## src/rtl/ow_slot_pkg.sv

```systemverilog
package ow_slot_pkg;

  typedef enum logic [2:0] {
    ST_IDLE,
    ST_SLOT,
    ST_RST_LOW,
    ST_PRES_WAIT,
    ST_PRES_DRIVE
  } ow_state_t;

  function automatic int ow_max(input int a, input int b);
    return (a > b) ? a : b;
  endfunction

endpackage

```

## src/rtl/ow_line_sync.sv

```systemverilog
module ow_line_sync #(
  parameter int STAGES = 2
) (
  input  logic clk,
  input  logic rst_n,
  input  logic line_in,
  output logic line_lvl,
  output logic fall,
  output logic rise
);

  logic [STAGES:0] chain_q;

  always_ff @(posedge clk or negedge rst_n) begin
    if (!rst_n) chain_q <= '1;
    else        chain_q <= {chain_q[STAGES-1:0], line_in};
  end

  assign line_lvl = chain_q[STAGES-1];
  assign fall     = chain_q[STAGES] & ~chain_q[STAGES-1];
  assign rise     = ~chain_q[STAGES] & chain_q[STAGES-1];

endmodule

```

## src/rtl/ow_us_timer.sv

```systemverilog
module ow_us_timer #(
  parameter int CLKS_PER_US = 100,
  parameter int US_W        = 9
) (
  input  logic            clk,
  input  logic            rst_n,
  input  logic            restart,
  output logic            tick,
  output logic [US_W-1:0] us_cnt
);

  localparam int PRE_W = (CLKS_PER_US > 1) ? $clog2(CLKS_PER_US) : 1;
  localparam logic [PRE_W-1:0] PRE_LAST = PRE_W'(CLKS_PER_US - 1);
  localparam logic [US_W-1:0]  US_TOP   = '1;

  logic [PRE_W-1:0] pre_q;

  assign tick = (pre_q == PRE_LAST);

  always_ff @(posedge clk or negedge rst_n) begin
    if (!rst_n) begin
      pre_q  <= '0;
      us_cnt <= '0;
    end else if (restart) begin
      pre_q  <= '0;
      us_cnt <= '0;
    end else if (tick) begin
      pre_q <= '0;
      if (us_cnt != US_TOP) us_cnt <= us_cnt + 1'b1;
    end else begin
      pre_q <= pre_q + 1'b1;
    end
  end

endmodule

```

## src/rtl/ow_slot_ctrl.sv

```systemverilog
module ow_slot_ctrl
  import ow_slot_pkg::*;
#(
  parameter int US_W          = 9,
  parameter int SAMPLE_US     = 30,
  parameter int RESET_MIN_US  = 480,
  parameter int PRES_DELAY_US = 30,
  parameter int PRES_WIDTH_US = 120,
  parameter int TX_LATE_US    = 10,
  parameter int READ_HOLD_US  = 45
) (
  input  logic            clk,
  input  logic            rst_n,
  input  logic            tick,
  input  logic [US_W-1:0] us_cnt,
  input  logic            line_lvl,
  input  logic            fall,
  input  logic            rise,
  input  logic            mode_tx,
  input  logic            tx_valid,
  input  logic            tx_bit,
  output logic            restart,
  output logic            pull_low,
  output logic            rx_valid,
  output logic            rx_bit,
  output logic            tx_ready,
  output logic            rst_seen
);

  ow_state_t st_q, st_d;
  logic      slot_tx_q;
  logic      low_run_q;

  logic hit_samp, hit_rst, hit_pd, hit_pw, hit_late, hit_hold;
  logic edge_open, long_low, handshake;

  assign hit_samp = tick && (us_cnt == US_W'(SAMPLE_US - 1));
  assign hit_rst  = tick && (us_cnt == US_W'(RESET_MIN_US - 1));
  assign hit_pd   = tick && (us_cnt == US_W'(PRES_DELAY_US - 1));
  assign hit_pw   = tick && (us_cnt == US_W'(PRES_WIDTH_US - 1));
  assign hit_late = tick && (us_cnt == US_W'(TX_LATE_US - 1));
  assign hit_hold = tick && (us_cnt == US_W'(READ_HOLD_US - 1));

  // Slots open only outside reset / presence handling
  assign edge_open = ((st_q == ST_IDLE) || (st_q == ST_SLOT)) && fall;
  assign long_low  = (st_q == ST_SLOT) && low_run_q && !rise && hit_rst;
  assign handshake = tx_ready && tx_valid;

  assign restart = edge_open
                || ((st_q == ST_RST_LOW) && rise)
                || ((st_q == ST_PRES_WAIT) && hit_pd);

  always_comb begin
    st_d = st_q;
    case (st_q)
      ST_IDLE, ST_SLOT: begin
        if (edge_open)     st_d = ST_SLOT;
        else if (long_low) st_d = ST_RST_LOW;
      end
      ST_RST_LOW:    if (rise)   st_d = ST_PRES_WAIT;
      ST_PRES_WAIT:  if (hit_pd) st_d = ST_PRES_DRIVE;
      ST_PRES_DRIVE: if (hit_pw) st_d = ST_IDLE;
      default:                   st_d = ST_IDLE;
    endcase
  end

  always_ff @(posedge clk or negedge rst_n) begin
    if (!rst_n) begin
      st_q      <= ST_IDLE;
      slot_tx_q <= 1'b0;
      low_run_q <= 1'b0;
      pull_low  <= 1'b0;
      rx_valid  <= 1'b0;
      rx_bit    <= 1'b0;
      tx_ready  <= 1'b0;
      rst_seen  <= 1'b0;
    end else begin
      st_q     <= st_d;
      rx_valid <= 1'b0;
      rst_seen <= 1'b0;
      if (edge_open) begin
        slot_tx_q <= mode_tx;
        low_run_q <= 1'b1;
        tx_ready  <= mode_tx;
      end else if (st_q == ST_SLOT) begin
        if (rise) low_run_q <= 1'b0;
        if (long_low) begin
          rst_seen  <= 1'b1;
          tx_ready  <= 1'b0;
          pull_low  <= 1'b0;
          low_run_q <= 1'b0;
        end else begin
          if (handshake) begin
            tx_ready <= 1'b0;
            if (!tx_bit) pull_low <= 1'b1;
          end else if (hit_late) begin
            tx_ready <= 1'b0;
          end
          if (hit_hold) pull_low <= 1'b0;
          if (!slot_tx_q && hit_samp) begin
            rx_valid <= 1'b1;
            rx_bit   <= line_lvl;
          end
        end
      end else if ((st_q == ST_PRES_WAIT) && hit_pd) begin
        pull_low <= 1'b1;
      end else if ((st_q == ST_PRES_DRIVE) && hit_pw) begin
        pull_low <= 1'b0;
      end
    end
  end

endmodule

```

## src/rtl/onewire_slave_slot.sv

```systemverilog
module onewire_slave_slot
  import ow_slot_pkg::*;
#(
  parameter int CLKS_PER_US   = 100,
  parameter int SYNC_STAGES   = 2,
  parameter int SAMPLE_US     = 30,
  parameter int RESET_MIN_US  = 480,
  parameter int PRES_DELAY_US = 30,
  parameter int PRES_WIDTH_US = 120,
  parameter int TX_LATE_US    = 10,
  parameter int READ_HOLD_US  = 45
) (
  input  logic clk,
  input  logic rst_n,
  input  logic line_in,
  input  logic mode_tx,
  output logic pull_low,
  output logic rx_valid,
  output logic rx_bit,
  output logic tx_ready,
  input  logic tx_valid,
  input  logic tx_bit,
  output logic rst_seen
);

  localparam int MAX_US = ow_max(ow_max(ow_max(SAMPLE_US, RESET_MIN_US),
                                        ow_max(PRES_DELAY_US, PRES_WIDTH_US)),
                                 ow_max(TX_LATE_US, READ_HOLD_US));
  localparam int US_W   = $clog2(MAX_US + 1);

  logic            line_lvl, fall, rise;
  logic            tick, restart;
  logic [US_W-1:0] us_cnt;

  ow_line_sync #(.STAGES(SYNC_STAGES)) u_sync (
    .clk      (clk),
    .rst_n    (rst_n),
    .line_in  (line_in),
    .line_lvl (line_lvl),
    .fall     (fall),
    .rise     (rise)
  );

  ow_us_timer #(.CLKS_PER_US(CLKS_PER_US), .US_W(US_W)) u_timer (
    .clk     (clk),
    .rst_n   (rst_n),
    .restart (restart),
    .tick    (tick),
    .us_cnt  (us_cnt)
  );

  ow_slot_ctrl #(
    .US_W          (US_W),
    .SAMPLE_US     (SAMPLE_US),
    .RESET_MIN_US  (RESET_MIN_US),
    .PRES_DELAY_US (PRES_DELAY_US),
    .PRES_WIDTH_US (PRES_WIDTH_US),
    .TX_LATE_US    (TX_LATE_US),
    .READ_HOLD_US  (READ_HOLD_US)
  ) u_ctrl (
    .clk      (clk),
    .rst_n    (rst_n),
    .tick     (tick),
    .us_cnt   (us_cnt),
    .line_lvl (line_lvl),
    .fall     (fall),
    .rise     (rise),
    .mode_tx  (mode_tx),
    .tx_valid (tx_valid),
    .tx_bit   (tx_bit),
    .restart  (restart),
    .pull_low (pull_low),
    .rx_valid (rx_valid),
    .rx_bit   (rx_bit),
    .tx_ready (tx_ready),
    .rst_seen (rst_seen)
  );

endmodule

```

## config.mk

```make
export PLATFORM = sky130hd
export DESIGN_NAME = onewire_slave_slot
export DESIGN_NICKNAME = d
export VERILOG_FILES = /design/src/rtl/ow_slot_pkg.sv /design/src/rtl/ow_line_sync.sv /design/src/rtl/ow_us_timer.sv /design/src/rtl/ow_slot_ctrl.sv /design/src/rtl/onewire_slave_slot.sv
export SDC_FILE = /design/constraint.sdc
export NUM_CORES = 1
export LEC_CHECK = 0
export ABC_AREA = 0
export BUFFER_PORTS_ARGS = -buffer_cell sky130_fd_sc_hd__buf_2
export CORE_MARGIN = 2
export CORE_UTILIZATION = 30
export CTS_BUF_LIST = sky130_fd_sc_hd__clkbuf_4
export DETAILED_ROUTE_END_ITERATION = 8
export PLACE_DENSITY_LB_ADDON = 0.3
export SYNTH_ARGS = -nofsm -noshare
export SYNTH_HDL_FRONTEND = slang
export SYNTH_SLANG_ARGS = --single-unit
```

## constraint.sdc

```tcl
create_clock -name clk -period 3.68 [get_ports clk]
set_clock_uncertainty 0.2 [all_clocks]
set_input_delay 0.184 -clock clk [delete_from_list [all_inputs] [get_ports clk]]
set_output_delay 0.184 -clock clk [all_outputs]
set_load 0.005 [all_outputs]
```

# After elaboration in Yosys (flattened, before gate mapping)
# Index checks and enable logic that the tools add are counted.
# W data, S select, Z words.
# totals
in_bits,6
elab_cells,103
regBits,29
# classes
reduce_logical,33
addsub,2
n_mux,34
eq_ne,17
n_bitwise,6
# op_table
cell,n
$mux W9,3
$mux W1,23
$mux W3,5
$logic_and A1 B1 Y1,14
$mux W7,2
$pmux W3 S4,1
$reduce_and A4 Y1,3
$add A9 B1 Y9 const B,1
$eq A9 B4 Y1 const B,1
$eq A9 B5 Y1 const B,1
$eq A9 B6 Y1 const B,1
$eq A9 B7 Y1 const B,1
$eq A9 B9 Y1 const B,1
$ne A9 B9 Y1 const B,1
$add A7 B1 Y7 const B,1
$eq A7 B7 Y1 const B,1
$eq A3 B2 Y1 const B,2
$ne A2 B1 Y1 const B,3
$reduce_and A2 Y1,3
$reduce_bool A2 Y1,3
$reduce_bool A3 Y1,2
$ne A4 B1 Y1 const B,1
$ne A4 B2 Y1 const B,1
$not A1 Y1,4
9 further kinds,13

# Depth between registers and ports, before layout
# Gate-level depths: netlist of the first run.
# logic_depth
depth_word,8
ltp_mapped,9
ltp_nobuf,9

# By module
# From an unflattened synthesis of the first run, not the netlist that was laid out.
# hier_totals
cells_unflattened,150
area_unflattened_um2,1488.9
# by_module_without_submodules
mod,area_each_um2,instances,cells_each
ow_us_timer,775.7,1,80
ow_slot_ctrl,619.3,1,65
ow_line_sync,93.8,1,5

# Worst setup path after synthesis of the first run
# Ideal clock, no wire load.
# synth_timing
kind,reg-to-reg
from,register u_timer.pre_q[4]
to,register u_ctrl.st_q[0]
n_path_buf,2
stages_incl_launch_ff,8
setup_slack_ps,1270
arrival_time_ps,2068
setup_ps,142
synth_period_minus_slack_ps,2410
required_time_ps,3338
path_cell_list,dfrtp_1 > or4b_1 > buf_2 > or2_1 > buf_2 > or3_4 > a211oi_2 > a211oi_1
# synth_between
elab_chain_len,5
elab_cells_between_ends,9
classes_between,eq/ne (4); reduce/logical (5)
# synth_lines
item,line,text
start: declaration,ow_us_timer.sv:16,logic [PRE_W-1:0] pre_q;
start signal: assignment,ow_us_timer.sv:31,pre_q <= pre_q + 1'b1;
$eq A7 B7 Y1 *,ow_us_timer.sv:18,assign tick = (pre_q == PRE_LAST);
$logic_and A1 B1 Y1,ow_slot_ctrl.sv:38,assign hit_rst = tick && (us_cnt == US_W'(RESET_MIN_US - 1));
$logic_and A1 B1 Y1,ow_slot_ctrl.sv:46,assign long_low = (st_q == ST_SLOT) && low_run_q && !rise && hit_rst;
$ne A3 B1 Y1 (no line),-,
$reduce_and A4 Y1 (no line) *,-,
end signal: assignment,ow_slot_ctrl.sv:78,st_q <= st_d;
end: declaration,ow_slot_ctrl.sv:30,"ow_state_t st_q, st_d;"
# Mark *: on every way between the ends. The rest lies on a longest branch, timed or not.
# A chain may end at the register's enable or synchronous reset.

# Worst setup path after layout of the first run
# layout_timing
from,register u_timer.us_cnt[1]
to,register u_ctrl.rx_bit
# layout_between
elab_chain_len,5
elab_cells_between_ends,8
classes_between,eq/ne (2); bitwise (1); reduce/logical (5)
# layout_lines
item,line,text
start: declaration,ow_us_timer.sv:9,output logic [US_W-1:0] us_cnt
start signal: assignment,ow_us_timer.sv:29,if (us_cnt != US_TOP) us_cnt <= us_cnt + 1'b1;
$eq A9 B9 Y1,ow_slot_ctrl.sv:38,
$logic_and A1 B1 Y1,ow_slot_ctrl.sv:38,
$logic_and A1 B1 Y1,ow_slot_ctrl.sv:46,
$not A1 Y1 (no line),-,
$reduce_and A4 Y1 (no line) *,-,
end signal: assignment,ow_slot_ctrl.sv:102,rx_bit <= line_lvl;
end: declaration,ow_slot_ctrl.sv:25,"output logic rx_bit,"
# Marked as above.

==> results of run 1 <==
where the power goes:
group / internal, mW / total (mW) / leakage (nW) / switching, mW
Clock: 0.210 / 0.334 / 0.0552 / 0.124
Sequential: 0.342 / 0.360 / 0.379 / 0.0180
Combinational: 0.0280 / 0.0589 / 0.361 / 0.0309
Total: 0.580 / 0.752 / 0.796 / 0.173
layer usage:
metal | track usage [%] | wire, microns
met5 | 0 | 0
met4 | 7.636 | 74
met3 | 4.353 | 139
met2 | 18.68 | 1535
met1 | 16.22 | 1617
cell families after synthesis:
family / Yosys count / synth area share, %
multiplexers: 3 / 1.975
XOR/XNOR: 12 / 6.635
adder cells (fa/ha/maj): 5 / 3.949
flip-flops: 29 / 46.05
AND/OR/NAND/NOR: 81 / 29.07
buffers and inverters: 11 / 2.764
AO/OA/AOI/OAI: 21 / 9.557
layout make-up:
class                      count  area [sq um]
fill                         548          3272
multi-input combinational    122         810.8
sequential                    29         729.5
timing repair buffer          14         90.09
tap                           70         87.58
clock inverter                 3         65.06
clock buffer                   5         37.54
inverter                       4         15.01
cell usage after synthesis, types with 2 or more instances:
library cell   n  share of area (%)
dfrtp_1       26                 41
nor2_1        24                5.7
nand2_1       14                3.3
nand3_1       11                3.5
xor2_1         7                3.9
clkbuf_1       5                1.2
ha_1           5                3.9
xnor2_1        5                2.8
inv_1          4               0.95
o21ai_0        4                1.3
dfstp_2        3                5.0
nor2b_1        3                1.2
nor3_1         3               0.95
a211oi_1       2               0.95
a21o_1         2               0.95
and3_1         2               0.79
and3b_1        2                1.1
buf_2          2               0.63
mux2i_1        2                1.3
nand2b_1       2               0.79
nand4_1        2               0.79
nor3b_1        2               0.95
nor4b_1        2                1.1
o211ai_1       2               0.95
o31ai_1        2               0.95
or3b_2         2                1.1
worst min path at each step:
stage | from | end | slack (ns) | depth (start not counted)
finish | u_sync.chain_q[0]$_DFF_PN1_ | u_sync.chain_q[1]$_DFF_PN1_ | 0.16 | 0
global route | u_sync.chain_q[0]$_DFF_PN1_ | u_sync.chain_q[1]$_DFF_PN1_ | 0.17 | 0
CTS | u_sync.chain_q[0]$_DFF_PN1_ | u_sync.chain_q[1]$_DFF_PN1_ | 0.17 | 0
detailed placement | rst_n | u_timer.us_cnt[2]$_DFFE_PN0P_ | 0.06 | 1
global placement | rst_n | u_timer.us_cnt[8]$_DFFE_PN0P_ | 0.06 | 1
floorplan | rst_n | u_ctrl.low_run_q$_DFFE_PN0P_ | -0.31 | 0
sequential cells by signal, summed over array words and instances (netlist names):
| name | count |
|---|---|
| u_ctrl.st_q | 3 |
| u_ctrl.rx_bit | 1 |
| u_ctrl.pull_low | 1 |
| u_ctrl.slot_tx_q | 1 |
| u_sync.chain_q | 3 |
| u_timer.pre_q | 7 |
| u_ctrl.rx_valid | 1 |
| u_timer.us_cnt | 9 |
| u_ctrl.rst_seen | 1 |
| u_ctrl.low_run_q | 1 |
| u_ctrl.tx_ready | 1 |
==> flow_summary_export.csv, run 1 <==
group,metric,value,unit
power,p_per_area,409.9,mW/mm^2
final_layout,layout_commonest_cell,"dfrtp_1",
run,max_cap_viol_count,0,
grt,antenna_found_initial,0,
final_layout,final_util,35.94,%
cts,clk_latency,0.34,ns
place,place_ws,1.071,ns
setup_path,path_depth,6,
floorplan,fp.dieW,76.67,microns
power,ir_drop,144.0,uV
synth,synth.distinct_cells,48,
floorplan,pin_count,11,
sta,grt_setup_unrepaired,"false",
synth,syn_area,0.001584,sq mm
final_layout,nets,187,
setup_path,cp.required,3.72,ns
setup_path,crit_end,"u_ctrl.rx_bit$_DFFE_PN0P_",
grt,grt_pass1_vias,1226,
outcome,status,"completed",
cts,numCtsBuffers,5,
sta,hold_slack,0.1621,ns
synth,ys_seq_area_share,46.05,%
cts,cts_tree,"built",
setup_path,startpoint_type,"flip-flop",
detailed_routing,via_per_inst,4.883,
sta,max_slew_margin,56.14,%
synth,syn_nets,173,
detailed_routing,wirelength,3366,microns
sta,finalMaxSlewViolations,0,
sta,tns,0,ns
synth,ys_warn_count,0,
place,port_buffers,10,
setup_path,rr_worst_depth,6,
setup_path,slowest_delay,0.66,ns
sta,layout_setup_ws,1.036,ns
floorplan,dieArea,0.005878,sq mm
grt,grt_max_degree,30,
sta,finalSetupViolCount,0,
cts,clock_sinks,29,
grt,grt_usage,12.76,%
cts,h-tree-depth,2,
final_layout,layout_common_cells,"dfrtp_1, nor2_1, nand2_1, nand3_1, buf_2",
hold_path,hp-class,"flip-flop to flip-flop",
cts,cts_root_buf,"clkbuf_4",
cts,cts_buffer_depth,2,
setup_path,worstReg2RegEnd,"u_ctrl.rx_bit$_DFFE_PN0P_",
final_layout,antenna_cells,0,
detailed_routing,drc_errors,0,
detailed_routing,first_pass_iters,4,
floorplan,start_util,31.01,%
synth,ys.flop_type,"dfrtp_1",
setup_path,cp_cell_sequence,"inv_1 -> ha_1 -> or4b_2 -> nor4_4 -> nor4b_2 -> mux2_1",
detailed_routing,postRouteAntennaNets,0,
synth,async_flop_share,100.0,%
cts,cts_resized,0,
setup_path,crit_arrival,2.68,ns
place,dp_hpwl,2334,microns
final_layout,syn2layout_area_growth,15.88,%
final_layout,finalNonFillerCells,247,
cts,clkTransAtPathRegs,0.10,ns
sta,worst_pin_slew,0.6579,ns
setup_path,end_kind,"flip-flop",
floorplan,die_height,76.67,microns
setup_path,path_max_fanout,5,
synth,syn-mean-instance-area,9.778,sq um
setup_path,critical_path.top_delay_family,"simple AND/OR/NAND/NOR gates",
cts,post_cts_buffers,0,
place,placed_cell_area,0.001693,sq mm
final_layout,fin_area,0.001836,sq mm
detailed_routing,via_count,1206,
setup_path,slowest_stage,"or4b_2",
synth,synth_edf_count,0,
grt,grt_pass1_wl,5934,microns
power,finalPower,0.7524,mW
sta,hold_viol,0,
cts,ctsHoldBuffers,4,
place,place_inst,235,
setup_path,critPathLaunch,"u_timer.us_cnt[1]$_DFFE_PN0P_",
sta,layout_min_cycle_time,2.644,ns
setup_path,path_buf_inv,1,
synth,synth-seq-cells,29,
synth,syn_inst,162,
setup_path,reg2reg_setup_slack,1.04,ns
sta,max_freq,378.2,MHz
final_layout,drive_gt1_share,16.95,%
detailed_routing,routedWlPerCell,13.63,microns
place,place.gp.congestion,0.8241,
power,leakagePower,0.7956,nW
floorplan,fp-row-count,26,
floorplan,core,0.005107,sq mm
sta,period_share,71.86,%
setup_path,path_class,"flip-flop to flip-flop",
setup_path,timing.rr.start,"u_timer.us_cnt[1]$_DFFE_PN0P_",
detailed_routing,drt_iter0_markers,76,
grt,grt.overflow.total,0,
(Power assumes the default switching activity.)
==> run 2: changes to the inputs <==
- clock period: 3.68 -> 2.45 ns (I/O delays scaled with it)
==> run 2 against run 1 <==
Worst hold slack got worse by 0.00097 ns; die area is the same; sequential share of layout area down 2.7 points; combinational power rose by 85%; non-clock buffer count is 20 higher; clock power down 19%; flip-flop and latch count did not move; cell count is 8.1% higher; first-iteration DRC count rose by 11%; power increased by 22%; critical path type unchanged; largest cell class unchanged; largest power group unchanged; highest routed layer unchanged.
==> flow_summary_export.csv, run 2 (same netlist as run 1, synthesis figures left out) <==
group,metric,value,unit
cts,cts_tree,"built",
detailed_routing,wirelength,3514,microns
final_layout,regMostFlops,"u_timer.us_cnt",
floorplan,fp-row-count,26,
floorplan,dieArea,0.005878,sq mm
floorplan,pin_count,11,
detailed_routing,via_count,1256,
cts,clkTransAtPathRegs,0.10,ns
detailed_routing,via_per_inst,4.704,
setup_path,reg2reg_setup_slack,0.11,ns
final_layout,finalNonFillerCells,267,
sta,max_slew_margin,55.77,%
final_layout,drive_gt1_share,25.38,%
grt,antenna_found_initial,0,
final_layout,antenna_cells,0,
cts,numCtsBuffers,5,
final_layout,multi_input_area,832.0,sq um
place,place.gp.congestion,0.8272,
setup_path,path_max_fanout,5,
outcome,status,"completed",
power,ir_drop,157.3,uV
setup_path,end_kind,"flip-flop",
detailed_routing,routedWlPerCell,13.16,microns
setup_path,crit_arrival,2.34,ns
sta,layout_setup_ws,0.1066,ns
power,p_per_area,466.0,mW/mm^2
grt,grt_max_degree,30,
power,finalPower,0.9165,mW
detailed_routing,first_pass_iters,4,
final_layout,largestRegisters,"u_timer.us_cnt: 9 flops, u_timer.pre_q: 7 flops",
sta,max_freq,426.7,MHz
cts,cts_root_buf,"clkbuf_4",
final_layout,layout_commonest_cell,"dfrtp_1",
floorplan,start_util,31.01,%
grt,grt_usage,13.07,%
detailed_routing,drt_iter0_markers,84,
final_layout,largest_reg_flops,9,
sta,hold_viol,0,
place,port_buffers,10,
final_layout,fill_cells,517,
place,dp_hpwl,2589,microns
place,place_inst,254,
setup_path,startpoint_type,"flip-flop",
final_layout,syn2layout_area_growth,24.17,%
run,max_cap_viol_count,0,
final_layout,final_util,38.51,%
grt,grt_pass1_vias,1314,
place,place_ws,0.01638,ns
final_layout,regArea,729.5,sq um
final_layout,fin_area,0.001967,sq mm
grt,grt_pass1_wl,6127,microns
cts,cts_buffer_depth,2,
grt,grt.overflow.total,0,
hold_path,hp-class,"input port to async pin",
detailed_routing,drc_errors,0,
sta,worst_pin_slew,0.6635,ns
sta,layout_min_cycle_time,2.343,ns
floorplan,core,0.005107,sq mm
sta,hold_slack,0.1612,ns
floorplan,die_height,76.67,microns
sta,tns,0,ns
cts,h-tree-depth,2,
final_layout,nets,207,
sta,grt_setup_unrepaired,"false",
setup_path,path_class,"flip-flop to flip-flop",
place,placed_cell_area,0.001848,sq mm
final_layout,layout_common_cells,"dfrtp_1, nor2_1, buf_4, nand2_1, nand3_1",
sta,finalMaxSlewViolations,0,
setup_path,cp.required,2.44,ns
power,leakagePower,0.8831,nW
cts,clk_latency,0.32,ns
sta,finalSetupViolCount,0,
floorplan,fp.dieW,76.67,microns
detailed_routing,postRouteAntennaNets,0,
cts,clock_sinks,29,
sta,period_share,95.65,%
run 2: layer usage:
layer	share of wire, %	routed length, microns	track usage [%]
met3	1.8	65	3.529
met1	49	1735	17.05
met2	48	1672	20.44
met4	1.2	41	5.455
met5	0	0	0
run 2: critical path, stage by stage (launching register included):
cell,delay (ns)
dfrtp_1,0.43
or4b_1,0.57
or2_4,0.31
or3_4,0.41
a211oi_2,0.23
a211oi_1,0.07
run 2: final timing paths:
kind,from,to,depth (start not counted)
max,u_timer.pre_q[2]$_DFF_PN0_,u_ctrl.st_q[0]$_DFFE_PN0P_,5
min,rst_n,u_ctrl.rst_seen$_DFF_PN0_,2
max reg2reg,u_timer.pre_q[2]$_DFF_PN0_,u_ctrl.st_q[0]$_DFFE_PN0P_,5
min reg2reg,u_sync.chain_q[0]$_DFF_PN1_,u_sync.chain_q[1]$_DFF_PN1_,0
max in group asynchronous,rst_n,u_timer.pre_q[5]$_DFF_PN0_,2
min in group clk,u_sync.chain_q[0]$_DFF_PN1_,u_sync.chain_q[1]$_DFF_PN1_,0
run 2: final cells by class:
class                      count  area share (%)
sequential                    29           37.09
tap                           70           4.453
multi-input combinational    122           42.30
inverter                       4          0.7634
clock inverter                 3          0.6361
timing repair buffer          34           12.85
clock buffer                   5           1.908
run 2: repair_timing:
action | 4_1_cts | 5_1_grt
hold buffers | 4 | 0
buffers inserted | 0 | 1
setup endpoints to repair | 0 | 5
endpoints found under the hold margin | 29 | 0
resized for setup | 0 | 4
run 2: report_power, final:
part | internal [mW] | switching, mW
combinational | 0.0541 | 0.0552
sequential | 0.513 | 0.0229
clock | 0.104 | 0.168
total | 0.671 | 0.246
==> run 3: changes to the inputs <==
==> constraint.sdc (replaced) <==
create_clock -name clk -period 2.45 [get_ports clk]
set_clock_uncertainty 0.2 [all_clocks]
set_input_delay 0.3675 -clock clk [delete_from_list [all_inputs] [get_ports clk]]
set_output_delay 0.3675 -clock clk [all_outputs]
set_load 0.005 [all_outputs]
==> run 3 against run 2 <==
Register-to-register slack barely moved; fmax barely moved; core utilization fell by 0.39 points; critical path depth did not move; clock power barely moved; worst hold slack got worse by 0.078 ns; power fell by 0.35%; sequential share of layout area rose by 0.38 points.
==> flow_summary_export.csv, run 3 (same netlist as run 1, synthesis figures left out) <==
group,metric,value,unit
outcome,status,"completed",
floorplan,fp.dieW,76.67,microns
sta,finalMaxSlewViolations,0,
final_layout,finalNonFillerCells,265,
power,p_per_area,469.1,mW/mm^2
run,max_cap_viol_count,0,
power,leakagePower,0.8748,nW
sta,tns,0,ns
power,p_seq_share,58.7,%
setup_path,slowest_delay,0.57,ns
detailed_routing,first_pass_iters,4,
cts,clkTransAtPathRegs,0.10,ns
setup_path,startpoint_type,"flip-flop",
sta,layout_min_cycle_time,2.342,ns
setup_path,cp.required,2.44,ns
detailed_routing,drt_iter0_markers,68,
grt,antenna_found_initial,0,
setup_path,end_kind,"flip-flop",
setup_path,slowest_stage,"or4b_1",
hold_path,hold_start,"mode_tx",
final_layout,regArea,729.5,sq um
cts,numCtsBuffers,5,
final_layout,layout_commonest_cell,"dfrtp_1",
detailed_routing,routedWlPerCell,13.11,microns
final_layout,largest_reg_flops,9,
sta,finalSetupViolCount,0,
cts,cts_buffer_depth,2,
cts,h-tree-depth,2,
place,place.gp.congestion,0.8272,
sta,layout_setup_ws,0.1081,ns
detailed_routing,via_per_inst,4.743,
hold_path,holdPathEnd,"u_ctrl.slot_tx_q$_DFFE_PN0P_",
floorplan,start_util,31.01,%
cts,cts_tree,"built",
final_layout,regMostFlops,"u_timer.us_cnt",
setup_path,crit_arrival,2.33,ns
final_layout,largestRegisters,"u_timer.us_cnt: 9 flops, u_timer.pre_q: 7 flops",
final_layout,syn2layout_area_growth,22.91,%
setup_path,path_max_fanout,5,
setup_path,rr_worst_depth,5,
final_layout,drive_gt1_share,25.64,%
detailed_routing,postRouteAntennaNets,0,
setup_path,critPathLaunch,"u_timer.pre_q[2]$_DFF_PN0_",
place,dp_hpwl,2589,microns
final_layout,antenna_cells,0,
floorplan,dieArea,0.005878,sq mm
setup_path,path_class,"flip-flop to flip-flop",
power,cellInternalPower,0.6686,mW
cts,clk_latency,0.32,ns
power,switching_power,0.2448,mW
grt,grt_max_degree,30,
setup_path,cp_cell_sequence,"or4b_1 -> or2_4 -> or3_4 -> a211oi_2 -> a211oi_1",
place,port_buffers,10,
cts,clock_sinks,29,
power,clock_power_share,29.6,%
grt,grt_pass1_vias,1301,
final_layout,multi_input_area,832.0,sq um
power,ir_drop,157.2,uV
setup_path,worstReg2RegEnd,"u_ctrl.st_q[0]$_DFFE_PN0P_",
place,place_inst,254,
final_layout,fill_cells,519,
sta,max_slew_margin,55.66,%
setup_path,reg2reg_setup_slack,0.11,ns
hold_path,hp-class,"input port to flip-flop",
floorplan,die_height,76.67,microns
floorplan,core,0.005107,sq mm
grt,grt_pass1_wl,6085,microns
sta,period_share,95.59,%
final_layout,fin_area,0.001947,sq mm
detailed_routing,wirelength,3474,microns
detailed_routing,drc_errors,0,
cts,cts_root_buf,"clkbuf_4",
power,finalPower,0.9134,mW
place,place_ws,0.01638,ns
grt,grt.overflow.total,0,
power,swShare,26.80,%
sta,grt_setup_unrepaired,"false",
sta,max_freq,427.0,MHz
power,p_comb_share,11.7,%
final_layout,nets,205,
place,placed_cell_area,0.001848,sq mm
hold_path,min_path_cells,3,
setup_path,timing.rr.start,"u_timer.pre_q[2]$_DFF_PN0_",
final_layout,layout_common_cells,"dfrtp_1, nor2_1, buf_4, nand2_1, nand3_1",
floorplan,fp-row-count,26,
sta,worst_pin_slew,0.6651,ns
grt,grt_usage,12.97,%
floorplan,pin_count,11,
sta,hold_viol,0,
detailed_routing,via_count,1257,
## run 3: changes by cell type in the layout (fill, tap and decap cells not counted), sizes merged
| cell | before | now |
|---|---|---|
| dlygate4sd3 | 4 | 2 |
## run 3: layout make-up
class,count,share of cell area [%]
multi-input combinational,122,42.74
clock buffer,5,1.928
timing repair buffer,32,11.95
inverter,4,0.7712
tap,70,4.499
sequential,29,37.47
clock inverter,3,0.6427
## run 3: worst max-delay path by stage
stage                                     to  slack (ns)  cells past startpoint
6_report          u_ctrl.st_q[0]$_DFFE_PN0P_        0.11                      5
3_3_place_gp       u_ctrl.rx_bit$_DFFE_PN0P_        0.08                      6
5_1_grt        u_timer.us_cnt[5]$_DFFE_PN0P_       0.003                     11
4_1_cts            u_ctrl.rx_bit$_DFFE_PN0P_       0.007                      6
2_1_floorplan     u_ctrl.st_q[0]$_DFFE_PN0P_        0.04                      7
3_5_place_dp       u_ctrl.rx_bit$_DFFE_PN0P_        0.02                      6
## run 3: routing by layer
metal	GRT usage (%)	share of wire, %	vias up	wire, microns
li1	-	-	635	-
met1	17.05	50	610	1726
met2	20.09	47	10	1645
met3	3.529	1.8	2	61
met4	5.455	1.2	0	41
met5	0	0	-	0
## run 3: stage by stage
stage | hold slack [ns] | utilization [%]
4_1_cts | 0.06594 | 37.56
3_3_place_gp | 0.1460 | 36.18
3_5_place_dp | 0.1479 | 36.18
5_1_grt | 0.08107 | 38.12
2_1_floorplan | -0.1281 | -
6_report | 0.08282 | 38.12
## run 3: repair_timing
action / 4_1_cts / 5_1_grt
endpoints found under the setup margin: 0 / 5
buffers inserted: 0 / 1
hold buffers: 2 / 0
resized for setup: 0 / 4
hold endpoints to repair: 27 / 0
## run 3: power by group through the flow
stage	Combinational, mW	Clock [mW]	Sequential, mW
after floorplan	0.0570	0	0.543
after global placement	0.105	0	0.543
after detailed placement	0.106	0	0.545
after CTS	0.109	0.289	0.535
after global routing	0.121	0.320	0.542
final	0.107	0.271	0.536
## run 3: critical path, delay by kind of cell, from the launching register on
kind            cells  cell delay (ns)
compound gates      2             0.29
simple gates        3             1.29
flops               1             0.43
